==> src/rtl/cn_pkg.sv <==
package cn_pkg;
  localparam int SAMPLE_W = 16;

  function automatic logic signed [15:0] sat16(input logic signed [19:0] v);
    if (v > 20'sd32767)       return 16'sh7FFF;
    else if (v < -20'sd32768) return 16'sh8000;
    else                      return v[15:0];
  endfunction
endpackage

==> src/rtl/cn_lfsr.sv <==
module cn_lfsr #(
  parameter int              LEN  = 23,
  parameter int              TAP  = 18,
  parameter logic [LEN-1:0]  SEED = 23'h2B3C4D
) (
  input  logic           clk,
  input  logic           rst,
  input  logic           step,
  output logic [LEN-1:0] state
);
  logic fb;
  assign fb = state[LEN-1] ^ state[TAP-1];

  always_ff @(posedge clk) begin
    if (rst)       state <= SEED;
    else if (step) state <= {state[LEN-2:0], fb};
  end
endmodule

==> src/rtl/cn_gate.sv <==
module cn_gate #(
  parameter int W       = 16,
  parameter int REF_LVL = 16384
) (
  input  logic [W-1:0] resid,
  input  logic [W-1:0] thr,
  input  logic         nlp_en,
  input  logic         inj_off,
  output logic         suppress
);
  localparam int PW = 2*W + 1;
  localparam logic [PW-1:0] REF_C = PW'(REF_LVL);

  logic [W:0]    mag;
  logic [PW-1:0] lprod;
  logic [W:0]    limit;

  always_comb begin
    if (resid[W-1]) mag = (W+1)'(~{resid[W-1], resid} + (W+1)'(1));
    else            mag = {1'b0, resid};
  end

  assign lprod    = PW'(thr) * REF_C;
  assign limit    = lprod[2*W-1:W-1];
  assign suppress = nlp_en && !inj_off && (mag < limit);
endmodule

==> src/rtl/cn_gain.sv <==
module cn_gain #(
  parameter int W  = 16,
  parameter int SW = 8
) (
  input  logic signed [W-1:0] raw,
  input  logic        [W-1:0] level,
  input  logic        [SW-1:0] scale,
  output logic signed [W-1:0] noise
);
  localparam int P1W = 2*W + 1;
  localparam int AW  = W + 2;
  localparam int P2W = AW + SW + 1;
  localparam int BW  = P2W - 7;

  logic signed [P1W-1:0] p1;
  logic signed [AW-1:0]  amp;
  logic signed [P2W-1:0] p2;
  logic signed [BW-1:0]  trimmed;

  assign p1      = P1W'(raw) * $signed({1'b0, level});
  assign amp     = p1[P1W-1:W-1];
  assign p2      = P2W'(amp) * $signed({1'b0, scale});
  assign trimmed = p2[P2W-1:7];
  assign noise   = cn_pkg::sat16(20'(trimmed));
endmodule

==> src/rtl/cn_injector.sv <==
module cn_injector #(
  parameter int             REF_LVL = 16384,
  parameter logic [22:0]    SEED    = 23'h2B3C4D
) (
  input  logic        clk,
  input  logic        rst,
  input  logic        smp_valid,
  input  logic [15:0] resid_in,
  input  logic [15:0] bg_level,
  input  logic        nlp_en,
  input  logic        inj_off,
  input  logic [15:0] nlp_thr,
  input  logic [7:0]  nz_scale,
  output logic [15:0] smp_out
);
  localparam int W  = cn_pkg::SAMPLE_W;
  localparam int LN = 23;

  logic [LN-1:0] lfsr_q;
  logic          supp;
  logic [W-1:0]  noise_s;

  cn_lfsr #(.LEN(LN), .TAP(18), .SEED(SEED)) u_lfsr (
    .clk(clk), .rst(rst), .step(smp_valid), .state(lfsr_q)
  );

  cn_gate #(.W(W), .REF_LVL(REF_LVL)) u_gate (
    .resid(resid_in), .thr(nlp_thr), .nlp_en(nlp_en),
    .inj_off(inj_off), .suppress(supp)
  );

  cn_gain #(.W(W), .SW(8)) u_gain (
    .raw(lfsr_q[LN-1:LN-W]), .level(bg_level), .scale(nz_scale), .noise(noise_s)
  );

  always_ff @(posedge clk) begin
    if (rst)            smp_out <= '0;
    else if (smp_valid) smp_out <= supp ? noise_s : resid_in;
  end
endmodule

==> config.mk <==
export PLATFORM = sky130hd
export DESIGN_NAME = cn_injector
export DESIGN_NICKNAME = d
export VERILOG_FILES = /design/src/rtl/cn_pkg.sv /design/src/rtl/cn_lfsr.sv /design/src/rtl/cn_gate.sv /design/src/rtl/cn_gain.sv /design/src/rtl/cn_injector.sv
export SDC_FILE = /design/constraint.sdc
export NUM_CORES = 1
export LEC_CHECK = 0
export ABC_AREA = 1
export CAP_MARGIN = 0
export CORE_MARGIN = 3
export CORE_UTILIZATION = 45
export CTS_BUF_LIST = sky130_fd_sc_hd__clkbuf_16
export DETAILED_ROUTE_END_ITERATION = 10
export PLACE_DENSITY_LB_ADDON = 0.08
export SYNTH_ARGS = -nofsm -noshare
export SYNTH_HDL_FRONTEND = slang
export SYNTH_SLANG_ARGS = --single-unit
==> constraint.sdc <==
create_clock -name clk -period 10.75 [get_ports clk]
set_clock_uncertainty 0.05 [all_clocks]
set_input_delay 1.075 -clock clk [delete_from_list [all_inputs] [get_ports clk]]
set_output_delay 1.075 -clock clk [all_outputs]
set_load 0.01 [all_outputs]
==> flow_metrics.env <==
export IMPL_wirelength_mm=43.36
export IMPL_max_slew_margin_pct=40.20
export IMPL_drv_slew=0
export IMPL_setup_violations=16
export IMPL_ys_seq_area_share_pct=4.751
export IMPL_syn_instance_count=2221
export IMPL_finalCritPeriodShare_pct=103.0
export IMPL_finalSetupTns_ns=-4.643
export IMPL_setup_slack_ns=-0.3232
export IMPL_fill_cells=3398
export IMPL_wl_per_cell_um=14.72
export IMPL_ys_ff_latch=39
export IMPL_worstHoldStart="u_lfsr.state[2]$_SDFFE_PP1P_"
export IMPL_critPathLaunch="bg_level[5]"
export IMPL_grt_pass1_vias=15380
export IMPL_cp_end_kind="flop"
export IMPL_clock_latency_ns=0.29
export IMPL_r2r_start="u_lfsr.state[10]$_SDFFE_PP1P_"
export IMPL_crit_required_ns=10.84
export IMPL_io_pins=77
export IMPL_cts_hold_fix_buffers=0
export IMPL_cp_max_fo=8
export IMPL_syn_cell_area_um2=16430
export IMPL_ctsRootBufferMaster="clkbuf_16"
export IMPL_hp_class="reg -> reg"
export IMPL_worstPathBufferInverterCount=15
export IMPL_grt_ovfl_total=0
export IMPL_cpMostUsedCell="fa_1"
export IMPL_start_util_pct=45.97
export IMPL_via_per_inst=4.804
export IMPL_path_clk_slew_ns=0.06
export IMPL_die_h_um=197.1
export IMPL_first_pass_iters=7
export IMPL_clock_sinks=39
export IMPL_slowest_stage="fa_1"
export IMPL_dieArea_um2=38840
export IMPL_fmax_mhz=90.31
export IMPL_drc=0
export IMPL_diodes=0
export IMPL_hpwlAfterDp_mm=36.53
export IMPL_fin_nets=3035
export IMPL_drive_gt1_share_pct=21.37
export IMPL_cpPeakStageDelay_ns=0.54
export IMPL_antenna_found_initial=0
export IMPL_syn_nets=2772
export IMPL_htree_levels=2
export IMPL_core_region_area_um2=35740
export IMPL_io_buffers=75
export IMPL_row_count=69
export IMPL_start_kind="input port"
export IMPL_violations="setup timing"
export IMPL_gp_congestion=0.8797
export IMPL_grt_use_total_pct=23.49
export IMPL_multiInputGateArea_um2=13760
export IMPL_tritoncts="built"
export IMPL_finalCriticalPeriod_ns=11.07
export IMPL_dr_first_iter_drc_count=577
export IMPL_final_antenna_net_count=0
export IMPL_area_growth_pct=25.77
export IMPL_yosysUniqueCellTypes=46
export IMPL_async_reset_ff_share_pct=0
export IMPL_numCtsBuffers=5
export IMPL_grt_pass1_wl_mm=74.73
export IMPL_crit_family="adder cells"
export IMPL_arrival_ns=11.16
export IMPL_clockBufferDepth=2
export IMPL_status="finished with violations"
export IMPL_crit_type="in -> reg"
export IMPL_synth_edff_count=0
export IMPL_vias=14150
export IMPL_synth_flop_cell="dfxtp_1"
export IMPL_cap_violations=0
export IMPL_regArea_um2=780.7
export IMPL_hold_violations=0
export IMPL_rsz0062_at_grt="yes"
export IMPL_ys_warn_count=0
export IMPL_avgSynthCellArea_um2=7.398
export IMPL_die_w_um=197.1
export IMPL_worst_pin_slew_ns=0.8942
export IMPL_grt_max_degree=47
[what timing repair did]
action,in CTS,in global routing
buffers inserted,27,3
cloned,5,0
setup endpoints to repair,16,16
gates resized for setup,222,84
pin swaps,106,71
[flip-flops by register name, indices dropped and copies added, names as in the netlist]
| name | count |
|---|---|
| smp_out | 16 |
| u_lfsr.state | 23 |
[kinds of logic (layout without fill, tap and decap cells)]
kind of cell	Yosys count	after routing	share of synthesized area [%]
XOR/XNOR	44	44	2.391
flip-flops	39	39	4.751
AO/OA/AOI/OAI	154	154	5.490
AND/OR/NAND/NOR	773	773	19.49
adder cells (fa/ha/maj)	490	490	51.29
buffers and inverters	721	985	16.59
[per-stage QoR]
step	utilization [%]	worst slack [ns]	cells	cell area, µm²	hold WS (ns)
detailed placement	53.99	-1.175	2904	19300	0.3971
CTS	57.16	-0.3399	2944	20430	0.4137
floorplan	-	0.00005951	2221	16560	0.3792
global route	57.82	-0.7922	2946	20670	0.4278
finish	57.82	-0.3232	2946	20670	0.4087
global placement	53.99	-1.093	2904	19300	0.3926
[layout make-up]
| type | instances | share of cell area (%) |
|---|---|---|
| timing repair buffer | 338 | 14.41 |
| multi-input combinational | 1461 | 66.57 |
| inverter | 639 | 11.65 |
| sequential | 39 | 3.778 |
| clock buffer | 5 | 0.6054 |
| tap | 461 | 2.791 |
| clock inverter | 3 | 0.1877 |
[Yosys cell counts, drive strengths merged, types with 4 or more instances]
library cell | count | area [µm²]
nor2 | 158 | 608.1
o211ai | 4 | 30.03
nand3 | 53 | 302.8
o21ai | 33 | 168.9
nand3b | 4 | 33.78
xor2 | 31 | 271.5
o221ai | 4 | 35.03
nor3 | 10 | 50.05
nand4 | 8 | 50.05
or2 | 21 | 131.4
a21oi | 90 | 499.2
fa | 306 | 6126
dfxtp | 39 | 780.8
clkbuf | 73 | 274.0
inv | 636 | 2387
nand2 | 515 | 2001
ha | 184 | 2302
xnor2 | 13 | 121.4
buf | 9 | 53.80
a31oi | 11 | 68.82
[worst min-delay path, stage by stage, from the launching register on]
cell and delay (ns):
dfxtp_1 0.33, nand2_1 0.05, nand3_1 0.05
[worst paths after layout]
| kind | slack, ns | to | depth (start not counted) |
|---|---|---|---|
| setup / recovery | -0.32 | smp_out[4]$_SDFFE_PP0P_ | 58 |
| hold / removal | 0.41 | u_lfsr.state[2]$_SDFFE_PP1P_ | 2 |
| hold reg to reg | 0.41 | u_lfsr.state[2]$_SDFFE_PP1P_ | 2 |
| setup reg to reg | 0.03 | smp_out[4]$_SDFFE_PP0P_ | 54 |
[routing by layer]
| layer | global-route usage [%] | wire length [µm] | part of all wire (%) | vias up |
|---|---|---|---|---|
| met5 | 0 | 0 | 0 | - |
| met4 | 4.989 | 941 | 2.2 | 0 |
| met3 | 1.552 | 1198 | 2.8 | 62 |
| met2 | 43.34 | 22460 | 52 | 209 |
| met1 | 30.49 | 18760 | 43 | 6928 |
| li1 | - | - | - | 6955 |
[layout by cell type, fill, tap and decap left out, types with 4 or more instances in the layout]
master,instances
inv_1,592
nand2_1,440
fa_1,294
buf_4,236
ha_1,164
nor2_1,140
a21oi_1,62
clkdlybuf4s50_1,59
nand2_2,49
nand3_1,44
inv_2,42
dfxtp_1,39
xor2_1,28
o21ai_0,27
nand2_4,25
a21oi_2,24
or2_2,19
ha_4,19
buf_6,14
xnor2_1,12
nor2_2,12
fa_2,12
buf_12,9
nand3_2,8
nand4_1,8
a31oi_1,8
nor3_1,7
nor2_4,6
clkbuf_16,6
buf_2,5
buf_8,5
o211ai_1,4
clkinv_1,4
a21oi_4,4
Power is left out: the tool's default activity adds up to more than one toggle a clock period on the data nets, which glitch-free logic cannot reach.
